--- config.mk ---
export PLATFORM = sky130hd
export DESIGN_NAME = hv_irq_aggregator
export DESIGN_NICKNAME = d
export VERILOG_FILES = /design/src/rtl/hv_irq_pkg.sv /design/src/rtl/hv_inj_reg.sv /design/src/rtl/hv_gst_ext.sv /design/src/rtl/hv_irq_pick.sv /design/src/rtl/hv_irq_aggregator.sv
export SDC_FILE = /design/constraint.sdc
export NUM_CORES = 1
export LEC_CHECK = 0
export BUFFER_PORTS_ARGS = -buffer_cell sky130_fd_sc_hd__buf_2
export CAP_MARGIN = 20
export CORE_AREA = 2 2 231 233
export CTS_BUF_LIST = sky130_fd_sc_hd__clkbuf_8
export DETAILED_ROUTE_END_ITERATION = 8
export DIE_AREA = 0 0 233 235
export HOLD_SLACK_MARGIN = 0.1
export SYNTH_ARGS = -nofsm -noshare
export SYNTH_HDL_FRONTEND = slang
export SYNTH_HIERARCHICAL = 1
export SYNTH_SLANG_ARGS = --single-unit
export TNS_END_PERCENT = 30
--- constraint.sdc ---
create_clock -name clk -period 3.24 [get_ports clk]
set_clock_uncertainty 0.15 [all_clocks]
set_input_delay 0.324 -clock clk [delete_from_list [all_inputs] [get_ports clk]]
set_output_delay 0.324 -clock clk [all_outputs]
set_load 0.01 [all_outputs]
--- src/rtl/hv_irq_pkg.sv ---
package hv_irq_pkg;
  localparam int unsigned CODE_W = 6;
  localparam int unsigned N_PRIO = 8;

  localparam int unsigned B_SSI  = 1;
  localparam int unsigned B_VSSI = 2;
  localparam int unsigned B_STI  = 5;
  localparam int unsigned B_VSTI = 6;
  localparam int unsigned B_SEI  = 9;
  localparam int unsigned B_VSEI = 10;
  localparam int unsigned B_SGEI = 12;
  localparam int unsigned B_LCOF = 13;

  typedef logic [CODE_W-1:0] code_t;

  // rank 0 is the highest priority
  function automatic int unsigned prio_bit(int unsigned rank);
    case (rank)
      0:       return B_SEI;
      1:       return B_SSI;
      2:       return B_STI;
      3:       return B_SGEI;
      4:       return B_VSEI;
      5:       return B_VSSI;
      6:       return B_VSTI;
      default: return B_LCOF;
    endcase
  endfunction

  function automatic bit is_sup_bit(int unsigned b);
    return (b == B_SEI) || (b == B_SSI) || (b == B_STI) || (b == B_LCOF);
  endfunction
endpackage

--- src/rtl/hv_inj_reg.sv ---
module hv_inj_reg #(
  parameter int unsigned XLEN = 64
) (
  input  logic            clk,
  input  logic            rst,
  input  logic            inj_we,
  input  logic [XLEN-1:0] inj_wdata,
  input  logic            alias_we,
  input  logic [XLEN-1:0] alias_wdata,
  output logic [XLEN-1:0] inj_q
);
  import hv_irq_pkg::*;

  localparam logic [XLEN-1:0] ONE      = XLEN'(1);
  localparam logic [XLEN-1:0] INJ_MASK = (ONE << B_VSEI) | (ONE << B_VSTI) | (ONE << B_VSSI);
  localparam logic [XLEN-1:0] ALI_MASK = ONE << B_VSSI;

  logic vsei_q, vsti_q, vssi_q;

  // the alias write is placed last so it wins bit 2 on a same-cycle collision
  always_ff @(posedge clk) begin
    if (rst) begin
      vsei_q <= 1'b0;
      vsti_q <= 1'b0;
      vssi_q <= 1'b0;
    end else begin
      if (inj_we) begin
        vsei_q <= inj_wdata[B_VSEI];
        vsti_q <= inj_wdata[B_VSTI];
        vssi_q <= inj_wdata[B_VSSI];
      end
      if (alias_we) begin
        vssi_q <= alias_wdata[B_VSSI];
      end
    end
  end

  always_comb begin
    inj_q         = '0;
    inj_q[B_VSEI] = vsei_q;
    inj_q[B_VSTI] = vsti_q;
    inj_q[B_VSSI] = vssi_q;
  end

  logic unused_wr;
  assign unused_wr = ^{inj_wdata & ~INJ_MASK, alias_wdata & ~ALI_MASK};
endmodule

--- src/rtl/hv_gst_ext.sv ---
module hv_gst_ext #(
  parameter int unsigned XLEN   = 64,
  parameter int unsigned GEILEN = 6,
  localparam int unsigned SELW  = $clog2(XLEN)
) (
  input  logic [XLEN-1:0] gst_pend,
  input  logic [XLEN-1:0] gst_en,
  input  logic [SELW-1:0] gst_sel,
  output logic            sgei,
  output logic            pass
);
  logic [XLEN-1:0] vmask;
  logic            sel_ok;

  // only lines 1..GEILEN exist
  for (genvar gi = 0; gi < XLEN; gi++) begin : g_mask
    if (gi >= 1 && gi <= GEILEN) begin : g_on
      assign vmask[gi] = 1'b1;
    end else begin : g_off
      assign vmask[gi] = 1'b0;
    end
  end

  assign sgei   = |(gst_pend & gst_en & vmask);
  assign sel_ok = (gst_sel != '0) && (int'(gst_sel) <= int'(GEILEN));
  assign pass   = sel_ok & gst_pend[gst_sel];
endmodule

--- src/rtl/hv_irq_pick.sv ---
module hv_irq_pick #(
  parameter int unsigned N = hv_irq_pkg::N_PRIO
) (
  input  logic [N-1:0]       req,
  output logic               valid,
  output hv_irq_pkg::code_t  code
);
  import hv_irq_pkg::*;

  always_comb begin
    valid = 1'b0;
    code  = '0;
    for (int k = int'(N) - 1; k >= 0; k--) begin
      if (req[k]) begin
        valid = 1'b1;
        code  = code_t'(prio_bit(unsigned'(k)));
      end
    end
  end
endmodule

--- src/rtl/hv_irq_aggregator.sv ---
module hv_irq_aggregator #(
  parameter int unsigned XLEN   = 64,
  parameter int unsigned GEILEN = 6,
  localparam int unsigned SELW  = $clog2(XLEN)
) (
  input  logic                      clk,
  input  logic                      rst,
  input  logic                      inj_we_i,
  input  logic [XLEN-1:0]           inj_wdata_i,
  input  logic                      alias_we_i,
  input  logic [XLEN-1:0]           alias_wdata_i,
  input  logic [XLEN-1:0]           gst_pend_i,
  input  logic [XLEN-1:0]           gst_en_i,
  input  logic [SELW-1:0]           gst_sel_i,
  input  logic                      plat_vsext_i,
  input  logic                      vtimer_hit_i,
  input  logic [XLEN-1:0]           sup_pend_i,
  input  logic [XLEN-1:0]           sup_en_i,
  input  logic [XLEN-1:0]           hyp_en_i,
  output logic [XLEN-1:0]           inj_rd_o,
  output logic [XLEN-1:0]           hyp_pend_o,
  output logic                      sgei_flag_o,
  output logic                      irq_valid_o,
  output logic [hv_irq_pkg::CODE_W-1:0] irq_code_o
);
  import hv_irq_pkg::*;

  localparam logic [XLEN-1:0] ONE      = XLEN'(1);
  localparam logic [XLEN-1:0] SUP_MASK = (ONE << B_SEI) | (ONE << B_SSI) | (ONE << B_STI) | (ONE << B_LCOF);
  localparam logic [XLEN-1:0] HYP_MASK = (ONE << B_SGEI) | (ONE << B_VSEI) | (ONE << B_VSTI) | (ONE << B_VSSI);

  logic [XLEN-1:0]   inj_q;
  logic              sgei_d, pass_d;
  logic [XLEN-1:0]   hyp_next;
  logic [N_PRIO-1:0] rank_req;
  logic              valid_d;
  code_t             code_d;

  hv_inj_reg #(.XLEN(XLEN)) u_inj (
    .clk         (clk),
    .rst         (rst),
    .inj_we      (inj_we_i),
    .inj_wdata   (inj_wdata_i),
    .alias_we    (alias_we_i),
    .alias_wdata (alias_wdata_i),
    .inj_q       (inj_q)
  );

  hv_gst_ext #(.XLEN(XLEN), .GEILEN(GEILEN)) u_gst (
    .gst_pend (gst_pend_i),
    .gst_en   (gst_en_i),
    .gst_sel  (gst_sel_i),
    .sgei     (sgei_d),
    .pass     (pass_d)
  );

  always_comb begin
    hyp_next         = '0;
    hyp_next[B_SGEI] = sgei_d;
    hyp_next[B_VSEI] = inj_q[B_VSEI] | pass_d | plat_vsext_i;
    hyp_next[B_VSTI] = inj_q[B_VSTI] | vtimer_hit_i;
    hyp_next[B_VSSI] = inj_q[B_VSSI];
  end

  // gather pending-and-enabled per rank; supervisor and hypervisor sets stay disjoint
  for (genvar k = 0; k < N_PRIO; k++) begin : g_rank
    localparam int unsigned BITP = prio_bit(k);
    if (is_sup_bit(BITP)) begin : g_sup
      assign rank_req[k] = sup_pend_i[BITP] & sup_en_i[BITP];
    end else begin : g_hyp
      assign rank_req[k] = hyp_next[BITP] & hyp_en_i[BITP];
    end
  end

  hv_irq_pick #(.N(N_PRIO)) u_pick (
    .req   (rank_req),
    .valid (valid_d),
    .code  (code_d)
  );

  always_ff @(posedge clk) begin
    if (rst) begin
      hyp_pend_o  <= '0;
      sgei_flag_o <= 1'b0;
      irq_valid_o <= 1'b0;
      irq_code_o  <= '0;
    end else begin
      hyp_pend_o  <= hyp_next;
      sgei_flag_o <= sgei_d;
      irq_valid_o <= valid_d;
      irq_code_o  <= code_d;
    end
  end

  assign inj_rd_o = inj_q;

  logic unused_in;
  assign unused_in = ^{sup_pend_i & ~SUP_MASK, sup_en_i & ~SUP_MASK, hyp_en_i & ~HYP_MASK};
endmodule

==> metrics.md, run 1 <==
| Metric | Value |
|---|---|
| Ports | 596 |
| Reg-to-Reg End | irq_code_o[3] |
| Critical Path Stages | 10 |
| GRT Resource Usage Total | 1.739% |
| Final Setup Violations | 0 |
| DIE WIDTH | 233 um |
| Antenna Nets Post-Route | 0 |
| Class of the tightest hold or removal check | in -> reg |
| Final core utilization | 4.479% |
| Cell depth of the worst flop-to-flop path | 6 |
| Sequential standard cell area | 280.3 sq um |
| Cell at the slowest stage of the critical path | o221ai_1 |
| Number of stages on the worst hold path | 3 |
| Chip Height | 235 um |
| Kind of critical path | in -> reg |
| FF-to-FF setup slack | 1620 ps |
| Combinational family with the most area after synthesis | buffers and inverters |
| Per-cell via count in the routed design | 1.157 |
| Layout overhead on the synthesized area | 40.50% |
| Endpoints failing hold | 0 |
| Number of violations reported at the end of detailed-routing iteration 0 | 11 |
| Quantity of gates resized following cts | 0 |
| Net count, final | 712 |
| Largest delay share family, worst path | compound AO/OA/AOI/OAI gates |
| CP arrival | 2130 ps |
| Endpoint required time on the critical path | 3290 ps |
| Share of cells above drive strength 1 | 28.69% |
| Later-pin clock latency in the skew report | 250 ps |
| Achievable clock frequency | 479.9 MHz |
| Last weighted congestion value of the routability-driven placer | 0.5904 |
| P_leak | 0.9327 nW |
| Overflow left after global routing | 0 |
| Clock Root Buffer | clkbuf_8 |
| Maximum VDD drop | 111.9 uV |
| Simple-gate share of the synthesized area | 14.20% |
| End point of the most critical hold path | hyp_pend_o[10] |
| CTS tree | built |
| Sequential element share of the synthesized area | 16.83% |
| Largest net degree at the start of global routing | 15 |
| Initial core utilization | 3.188% |
| PortBufs | 54 |
| Compound-Gate Fraction of Synth Area | 6.912% |
| Count of mapped cells out of synthesis | 201 |
| Fraction of synthesis flops using an asynchronous set or reset pin | 0% |
| Hold path startpoint | plat_vsext_i |
| Post-route clock period utilization | 64.31% |
| Pins over their slew limit | 0 |
| Detailed-route via count | 1088 |
| Cell taking the most area after synthesis | buf_4 |
| Max Root-Sink Buffers | 2 |
| Number of antenna violations at the first check in global routing | 4 |
| Cell area after synthesis | 0.001665 sq mm |
| Worst r2r src | u_inj/vsti_q |
| Adder-Cell Fraction of Synth Area | 0% |
| Number of detailed-route iterations in the first pass | 4 |
| Count of max-cap constraint violations | 0 |
| Post-route setup TNS | 0 ps |
| Pwr Total | 544.0 uW |
| Cts hold-fix bufs | 0 |
| Placeable core region | 0.05224 sq mm |
| Footprint of the multi-input gates | 863.3 sq um |
| CTS Buf Count | 3 |
| Cells taking the most area after synthesis | buf_4 (57%), dfxtp_1 (17%), nor2b_2 (4.2%) |
| H-tree levels | 1 |
| Mux share of post-synthesis cell area | 3.005% |
| Area share of the largest cell type after synthesis | 57.25% |
| Warnings from Yosys | 6 |
| Setup Buffers After CTS | 0 |
| Count of unique library cells instantiated by Yosys | 28 |
| Average footprint of a synthesized cell | 8.285 sq um |
| Via count of the first global-routing pass | 828 |
| Most frequent cells in the layout | conb_1 (123), buf_2 (54), dfxtp_1 (14) |
| Remaining design rule violation count | 0 |
| Largest stage delay, worst path | 370 ps |
| Critical Path End Type | flop |
| # clock sinks | 14 |
| Predominant post-synthesis flop cell | dfxtp_1 |
| Critical path peak fanout | 4 |
| Cell row count | 84 |
| Global-route wire length before repair | 6161 um |
| Detailed-route wire length per cell | 5.357 um |
| PwrDens | 232.5 mW/mm^2 |
| Reg clk slew, reported paths | 70 ps |
| Most common cell after layout, fill and taps aside | conb_1 |
| Post-synthesis sequential element count | 14 |
| Placed wire-length estimate | 4658 um |
| Run status | finished clean |
| Routed Wire Length | 5036 um |
| Filler cell count | 6182 |
| Min cycle time layout | 2084 ps |
| Post-synthesis xor/xnor area fraction | 0% |
| Die ar. | 0.05476 sq mm |
| RSZ-0062 raised after global routing | false |
| Crit path cell chain | buf_2 -> mux2i_1 -> o221ai_1 -> o211a_1 -> nor3_2 -> nor2b_1 -> nor2_1 -> o21a_1 -> o31ai_2 -> nor2b_2 |
| Setup crit start kind | primary input |
| Post-synth EDFFs | 0 |
| Crit path buffers/inverters | 1 |
-- tightest hold or removal path, cell delays in order --
cell    delay [ps]
buf_2           80
nor3_2          40
nor2_1          60
-- power breakdown --
part           internal (mW)  switching, mW  total, mW
sequential             0.184        0.00518      0.189
clock                  0.108         0.0740      0.182
combinational         0.0501          0.123      0.173
total                  0.342          0.202      0.544
-- cells by family after synthesis --
group                  Yosys count
flip-flops                      14
AND/OR/NAND/NOR                 35
buffers and inverters          130
multiplexers                     5
AO/OA/AOI/OAI                   14
other                            3
-- cell usage after synthesis (2+ instances only) --
master   instances
nand3_1          2
conb_1           3
inv_1            2
nor2_1           9
nor3_1           2
mux2i_1          5
and2_1           6
a21oi_1          2
buf_4          127
dfxtp_1         14
a22oi_1          3
nor2b_1          3
nor2b_2          8
-- through the flow --
| step | setup WS [ps] | hold WS, ps | cells | instance area [sq um] |
|---|---|---|---|---|
| CTS | 1076 | 120.4 | 939 | 2337 |
| detailed placement | 794.0 | 349.0 | 935 | 2282 |
| floorplan | 1451 | 238.6 | 321 | 2116 |
| finish | 1156 | 134.6 | 940 | 2340 |
| global route | 930.7 | 148.0 | 939 | 2337 |
| global placement | 817.6 | 342.5 | 935 | 2282 |
-- layout make-up --
class | count | area share [%]
multi-input cells | 177 | 36.90
well taps | 688 | 36.79
flip-flops and latches | 14 | 11.98
repair buffers | 54 | 11.55
clock buffers | 4 | 2.353
inverters | 2 | 0.3209
diodes | 1 | 0.1070
-- flip-flops by register name (all words and copies together), names as in the netlist --
register	cells
irq_code_o	6
u_inj/vsti_q	1
irq_valid_o	1
u_inj/vssi_q	1
u_inj/vsei_q	1
hyp_pend_o	4
-- worst max path at each step --
stage / end / start / slack (ps)
floorplan: irq_code_o[2] / gst_sel_i[1] / 1450
global placement: irq_code_o[0] / gst_sel_i[1] / 820
detailed placement: irq_code_o[3] / gst_sel_i[1] / 790
CTS: irq_code_o[3] / gst_sel_i[1] / 1080
global route: irq_code_o[2] / gst_sel_i[1] / 930
finish: irq_code_o[3] / gst_sel_i[1] / 1160
-- routing by layer --
layer | vias up | global-route usage [%] | routed length [um]
li1 | 488 | - | -
met1 | 446 | 2.103 | 2069
met2 | 142 | 2.706 | 2115
met3 | 6 | 1.129 | 810
met4 | 6 | 0.05790 | 4
met5 | - | 0 | 35
Note: power is estimated with default switching activity, not from simulation.
==> run 2: changes to the inputs <==
--- a/config.mk
+++ b/config.mk
@@ -7,10 +7,10 @@
 export LEC_CHECK = 0
 export BUFFER_PORTS_ARGS = -buffer_cell sky130_fd_sc_hd__buf_2
 export CAP_MARGIN = 20
-export CORE_AREA = 2 2 231 233
+export CORE_AREA = 2 2 230 232
 export CTS_BUF_LIST = sky130_fd_sc_hd__clkbuf_8
 export DETAILED_ROUTE_END_ITERATION = 8
-export DIE_AREA = 0 0 233 235
+export DIE_AREA = 0 0 232 234
 export HOLD_SLACK_MARGIN = 0.1
 export SYNTH_ARGS = -nofsm -noshare
 export SYNTH_HDL_FRONTEND = slang
==> constraint.sdc (replaced) <==
create_clock -name clk -period 2.1 [get_ports clk]
set_clock_uncertainty 0.15 [all_clocks]
set_input_delay 0.21 -clock clk [delete_from_list [all_inputs] [get_ports clk]]
set_output_delay 0.21 -clock clk [all_outputs]
set_load 0.01 [all_outputs]
==> run 2 against run 1 <==
Compared with the run above:
- sequential cell count is the same
- cell area grew 5.2%
- largest cell class unchanged
- highest routed layer unchanged
- register-to-register slack lost 1100 ps
- die area shrank 0.85%
- worst setup slack lost 970 ps
- non-clock buffer count grew 13
- first-iteration DRC count shrank 18%
- core utilization grew 0.25 points
- critical endpoint is now irq_code_o[2]
==> metrics.md, run 2 (synthesis gave the netlist of run 1 again) <==
| Metric | Value |
|---|---|
| Most common cell after layout, fill and taps aside | conb_1 |
| Pwr Total | 868.9 uW |
| Cell row count | 84 |
| Via count of the first global-routing pass | 817 |
| Post-route clock period utilization | 91.18% |
| Clock Root Buffer | clkbuf_8 |
| PortBufs | 54 |
| Placement-stage worst setup slack | -288.0 ps |
| Worst r2r src | u_inj/vsei_q |
| Pins over their slew limit | 0 |
| Number of antenna violations at the first check in global routing | 3 |
| Class of the tightest hold or removal check | in -> reg |
| Filler cell count | 6156 |
| Placeable core region | 0.05202 sq mm |
| Later-pin clock latency in the skew report | 260 ps |
| DIE WIDTH | 232 um |
| Initial core utilization | 3.201% |
| Setup crit start | gst_sel_i[1] |
| Top reg by flops | irq_code_o |
| Min cycle time layout | 1915 ps |
| Layout overhead on the synthesized area | 47.78% |
| CTS Buf Count | 3 |
| Setup crit start kind | primary input |
| Crit path cell chain | buf_2 -> buf_4 -> a21oi_1 -> a21oi_2 -> o211a_1 -> nor3_4 -> nor2b_1 -> nor2_1 -> o21ai_0 -> a211oi_1 -> nor2b_2 |
| Endpoint required time on the critical path | 2150 ps |
| Registers with the highest flip-flop counts | irq_code_o (6), hyp_pend_o (4) |
| Overflow left after global routing | 0 |
| Per-cell via count in the routed design | 1.182 |
| # clock sinks | 14 |
| Maximum VDD drop | 142.6 uV |
| P_leak | 0.9934 nW |
| Cell at the slowest stage of the critical path | o211a_1 |
| Chip Height | 234 um |
| Detailed-route wire length per cell | 5.165 um |
| Routed Wire Length | 4917 um |
| Global-route wire length before repair | 5844 um |
| Achievable clock frequency | 522.3 MHz |
| Most frequent cells in the layout | conb_1 (123), buf_2 (54), dfxtp_1 (14) |
| Placed wire-length estimate | 4486 um |
| Critical Path End Type | flop |
| Reg clk slew, reported paths | 70 ps |
| Largest register FFs | 6 |
| Net count, final | 725 |
| Antenna Nets Post-Route | 0 |
| Final Setup Violations | 0 |
| Count of max-cap constraint violations | 0 |
| Largest stage delay, worst path | 270 ps |
| PwrDens | 353.1 mW/mm^2 |
| Run status | finished clean |
| GRT Resource Usage Total | 1.682% |
| RSZ-0062 raised after global routing | false |
| Last weighted congestion value of the routability-driven placer | 0.5737 |
| Remaining design rule violation count | 0 |
| Reg-to-Reg End | irq_code_o[2] |
| Hold path startpoint | inj_we_i |
| Detailed-route via count | 1125 |
| Cell depth of the worst flop-to-flop path | 6 |
| Crit path buffers/inverters | 2 |
| Ports | 596 |
| Worst Hold Slack | 114.1 ps |
| Final core utilization | 4.731% |
| CP arrival | 1960 ps |
| Share of cells above drive strength 1 | 31.44% |
| Die ar. | 0.05429 sq mm |
| Largest net degree at the start of global routing | 15 |
| CTS tree | built |
| FF-to-FF setup slack | 550 ps |
| H-tree levels | 1 |
| Endpoints failing hold | 0 |
| Antenna cell count | 0 |
| End point of the most critical hold path | u_inj/vsti_q |
| Kind of critical path | in -> reg |
| Critical path peak fanout | 4 |
| Max Root-Sink Buffers | 2 |
| Number of stages on the worst hold path | 3 |
| Largest delay share family, worst path | compound AO/OA/AOI/OAI gates |
| Number of violations reported at the end of detailed-routing iteration 0 | 9 |
| Fin worst setup slack | 185.2 ps |
| Number of detailed-route iterations in the first pass | 4 |
[run 2: final cells by class]
cell class	instances	area [sq um]	share of cell area (%)
well taps	688	860.8	34.98
flip-flops and latches	14	280.3	11.39
multi-input cells	177	879.6	35.74
clock buffers	4	55.05	2.237
repair buffers	67	377.9	15.35
inverters	2	7.507	0.3050
[run 2: report_power, final]
part	internal, mW	switching, mW
combinational	0.0961	0.194
sequential	0.284	0.00884
clock	0.167	0.120
total	0.546	0.322
[run 2: worst max-delay path by stage]
stage                          endpoint  slack [ps]  cells after the start
after detailed placement  irq_code_o[2]        -290                     10
after CTS                 irq_code_o[2]          50                     11
after global placement    irq_code_o[2]        -250                     10
final                     irq_code_o[2]         190                     11
after floorplan           irq_code_o[2]         430                      9
after global routing      irq_code_o[2]           3                     11
[run 2: metal layers]
metal	part of all wire [%]	GRT usage (%)	wire length (um)	up-vias
met5	0.55	0	27	-
met4	0.081	0.1803	4	4
met3	17	1.034	824	4
met2	43	2.668	2108	143
met1	40	1.985	1952	463
li1	-	-	-	511
[run 2: per-stage QoR]
stage / std cells / area, sq um / TNS, ps
2_1_floorplan: 321 / 2116 / 0
3_3_place_gp: 944 / 2350 / -815.1
3_5_place_dp: 944 / 2350 / -946.3
4_1_cts: 952 / 2451 / 0
5_1_grt: 952 / 2461 / 0
6_report: 952 / 2461 / 0
[run 2: worst min-delay path, cell delays in order]
cell and delay [ps]:
buf_2 130, mux2i_1 80, nor2_1 70
[run 2: timing repair]
item / CTS / global route
endpoints found under the hold margin: 4 / 0
gates resized for setup: 1 / 2
hold buffers: 4 / 0
buffers inserted: 0 / 0
endpoints found under the setup margin: 1 / 1
==> run 3: changes to the inputs <==
--- a/config.mk
+++ b/config.mk
@@ -5,12 +5,13 @@
 export SDC_FILE = /design/constraint.sdc
 export NUM_CORES = 1
 export LEC_CHECK = 0
+export ABC_AREA = 1
 export BUFFER_PORTS_ARGS = -buffer_cell sky130_fd_sc_hd__buf_2
 export CAP_MARGIN = 20
-export CORE_AREA = 2 2 230 232
+export CORE_AREA = 2 2 232 234
 export CTS_BUF_LIST = sky130_fd_sc_hd__clkbuf_8
 export DETAILED_ROUTE_END_ITERATION = 8
-export DIE_AREA = 0 0 232 234
+export DIE_AREA = 0 0 234 236
 export HOLD_SLACK_MARGIN = 0.1
 export SYNTH_ARGS = -nofsm -noshare
 export SYNTH_HDL_FRONTEND = slang
==> run 3 against run 2 <==
Compared with the run above:
- count of clock-buffer cells in the layout unchanged
- sequential power about the same
- wire length increased by 27%
- sequential cell count unchanged
- critical path type unchanged
- critical endpoint unchanged
==> metrics.md, run 3 <==
| Metric | Value |
|---|---|
| Die ar. | 0.05522 sq mm |
| Proportion of total power due to net switching | 39.25% |
| Class of the tightest hold or removal check | in -> reg |
| Routed Wire Length | 6238 um |
| Number of antenna violations at the first check in global routing | 9 |
| Final core utilization | 5.071% |
| Hold path startpoint | inj_we_i |
| Cells taking the most area after synthesis | buf_4 (50%), dfxtp_1 (15%), nand2_1 (8.0%) |
| Setup crit start kind | primary input |
| H-tree levels | 1 |
| Largest net degree at the start of global routing | 13 |
| Post-synthesis sequential element count | 14 |
| Post-route setup TNS | 0 ps |
| Crit path buffers/inverters | 4 |
| Largest delay share family, worst path | simple AND/OR/NAND/NOR gates |
| Average footprint of a synthesized cell | 6.488 sq um |
| Detailed-route via count | 1569 |
| CP arrival | 1880 ps |
| Detailed-route wire length per cell | 5.913 um |
| Placeable core region | 0.05307 sq mm |
| RSZ-0062 raised after global routing | false |
| Initial core utilization | 3.558% |
| Fraction of synthesis flops using an asynchronous set or reset pin | 0% |
| Global-route wire length before repair | 7824 um |
| Crit path cell chain | buf_2 -> buf_4 -> nand2_1 -> nand3_1 -> nand2_1 -> nand2_1 -> nand3_1 -> nor2_1 -> nor2_1 -> nor2_1 -> a21oi_1 -> buf_4 -> nor2_4 -> o21ai_2 -> a21oi_2 -> inv_1 -> nor2_1 |
| Placed wire-length estimate | 5744 um |
| Count of max-cap constraint violations | 0 |
| Kind of critical path | in -> reg |
| Registers with the highest flip-flop counts | irq_code_o (6), hyp_pend_o (4) |
| Clock Root Buffer | clkbuf_8 |
| Cell taking the most area after synthesis | buf_4 |
| Share of cells above drive strength 1 | 23.12% |
| Area share of the largest cell type after synthesis | 50.50% |
| Warnings from Yosys | 6 |
| Setup crit start | gst_sel_i[0] |
| Most frequent CP cell | nor2_1 |
| CTS tree | built |
| Cell at the slowest stage of the critical path | nor2_1 |
| Later-pin clock latency in the skew report | 260 ps |
| Post-synth EDFFs | 0 |
| Cell row count | 85 |
| Layout overhead on the synthesized area | 42.54% |
| Reg clk slew, reported paths | 70 ps |
| Per-cell via count in the routed design | 1.487 |
| Pins over their slew limit | 0 |
| Critical path peak fanout | 7 |
| Number of detailed-route iterations in the first pass | 4 |
| Min cycle time layout | 1827 ps |
| Number of violations reported at the end of detailed-routing iteration 0 | 20 |
| Endpoints failing hold | 0 |
| Count of unique library cells instantiated by Yosys | 19 |
| Count of mapped cells out of synthesis | 291 |
| Overflow left after global routing | 0 |
| Remaining design rule violation count | 0 |
| Top reg by flops | irq_code_o |
| Most used standard cell by instance count after synthesis | buf_4 |
| PwrDens | 335.4 mW/mm^2 |
| Ports | 596 |
| Sequential element share of the synthesized area | 14.84% |
| Largest stage delay, worst path | 170 ps |
| Post-route clock period utilization | 87.01% |
| Most frequent cells in the layout | conb_1 (123), buf_2 (64), nand2_1 (40) |
| Last weighted congestion value of the routability-driven placer | 0.6366 |
| GRT Resource Usage Total | 2.110% |
| PortBufs | 64 |
| Worst r2r src | u_inj/vsei_q |
| Largest register FFs | 6 |
| P_leak | 1.278 nW |
| Most common cell after layout, fill and taps aside | conb_1 |
| Achievable clock frequency | 547.3 MHz |
| # clock sinks | 14 |
| Endpoint required time on the critical path | 2150 ps |
| Chip Height | 236 um |
| Max Root-Sink Buffers | 2 |
| Critical Path End Type | flop |
| Antenna Nets Post-Route | 0 |
| Predominant post-synthesis flop cell | dfxtp_1 |
| Cell area after synthesis | 0.001888 sq mm |
| Run status | finished clean |
| Final Setup Violations | 0 |
| Sw Pwr | 354.3 uW |
| DIE WIDTH | 234 um |
| Net count, final | 820 |
| Commonest cells post-synth | buf_4 (127), nand2_1 (40), inv_1 (38) |
| Fraction of power consumed by the clock network | 32.2% |
| Maximum VDD drop | 154.6 uV |
| Internal portion of total power | 548.3 uW |
| CTS Buf Count | 3 |
| Antenna cell count | 0 |
| Part of the power in registers | 32.3% |
| Combinational power share | 35.5% |
| Via count of the first global-routing pass | 1154 |
run 3: changes by cell type after synthesis, sizes merged, moves of 2 or more:
cell | previous run | this run
o21ai | 1 | 4
inv | 2 | 42
a22oi | 3 | 0
a21oi | 2 | 5
mux2i | 5 | 0
nor2b | 11 | 0
nor2 | 9 | 36
nand4 | 0 | 2
and2 | 6 | 0
nand3 | 2 | 14
nand2 | 1 | 40
nor3 | 3 | 1
a211oi | 2 | 0
run 3: worst min-delay path: stages:
cell	delay [ps]
buf_2	140
o21ai_0	90
nor2_1	80
run 3: stage by stage:
stage          total power, mW  setup slack [ps]  cells  instance area [sq um]  hold slack [ps]
3_5_place_dp            0.6130            -55.09   1045                   2576            288.6
4_1_cts                 0.9452             229.0   1055                   2691            148.2
2_1_floorplan           0.6776             470.1    411                   2338            129.1
5_1_grt                 0.9988             85.47   1055                   2691            166.8
6_report                0.9025             272.7   1055                   2691            143.7
3_3_place_gp            0.6106            -35.60   1045                   2576            283.0
run 3: power by group through the flow:
stage / clock (mW) / sequential (mW) / combinational (mW)
floorplan: 0 / 0.303 / 0.374
global placement: 0 / 0.298 / 0.313
detailed placement: 0 / 0.299 / 0.314
CTS: 0.328 / 0.293 / 0.325
global route: 0.338 / 0.294 / 0.367
finish: 0.291 / 0.291 / 0.321
run 3: path summary, 6_finish.rpt:
path                                 endpoint  slack, ps  depth (start not counted)
worst min register to register  hyp_pend_o[2]        300                          2
worst max-delay path            irq_code_o[2]        270                         17
worst max register to register  irq_code_o[2]        670                          8
worst min-delay path             u_inj/vsei_q        140                          3
run 3: what timing repair did:
action / CTS / global route
resized for setup: 0 / 0
hold endpoints to repair: 5 / 0
buffers inserted: 0 / 0
hold buffers: 6 / 0
run 3: layer usage:
| metal | global-route usage [%] | vias to the layer above | part of all wire [%] |
|---|---|---|---|
| met1 | 2.289 | 637 | 38 |
| li1 | - | 747 | - |
| met2 | 3.477 | 163 | 41 |
| met5 | 0 | - | 1.1 |
| met3 | 1.330 | 12 | 19 |
| met4 | 0.4028 | 10 | 0.85 |
run 3: logic make-up after synthesis:
family | share of synthesized area, %
buffers and inverters | 60.04
other | 0.5964
AOI/OAI and AO/OA | 3.446
and+or+nand+nor | 21.07
DFF | 14.84
run 3: final cells by class:
| class | count | area, sq um |
|---|---|---|
| well taps | 696 | 870.8 |
| repair buffers | 73 | 402.9 |
| inverters | 42 | 157.7 |
| clock buffers | 4 | 55.05 |
| multi-input cells | 226 | 924.6 |
| fillers | 6305 | 50380 |
| flip-flops and latches | 14 | 280.3 |
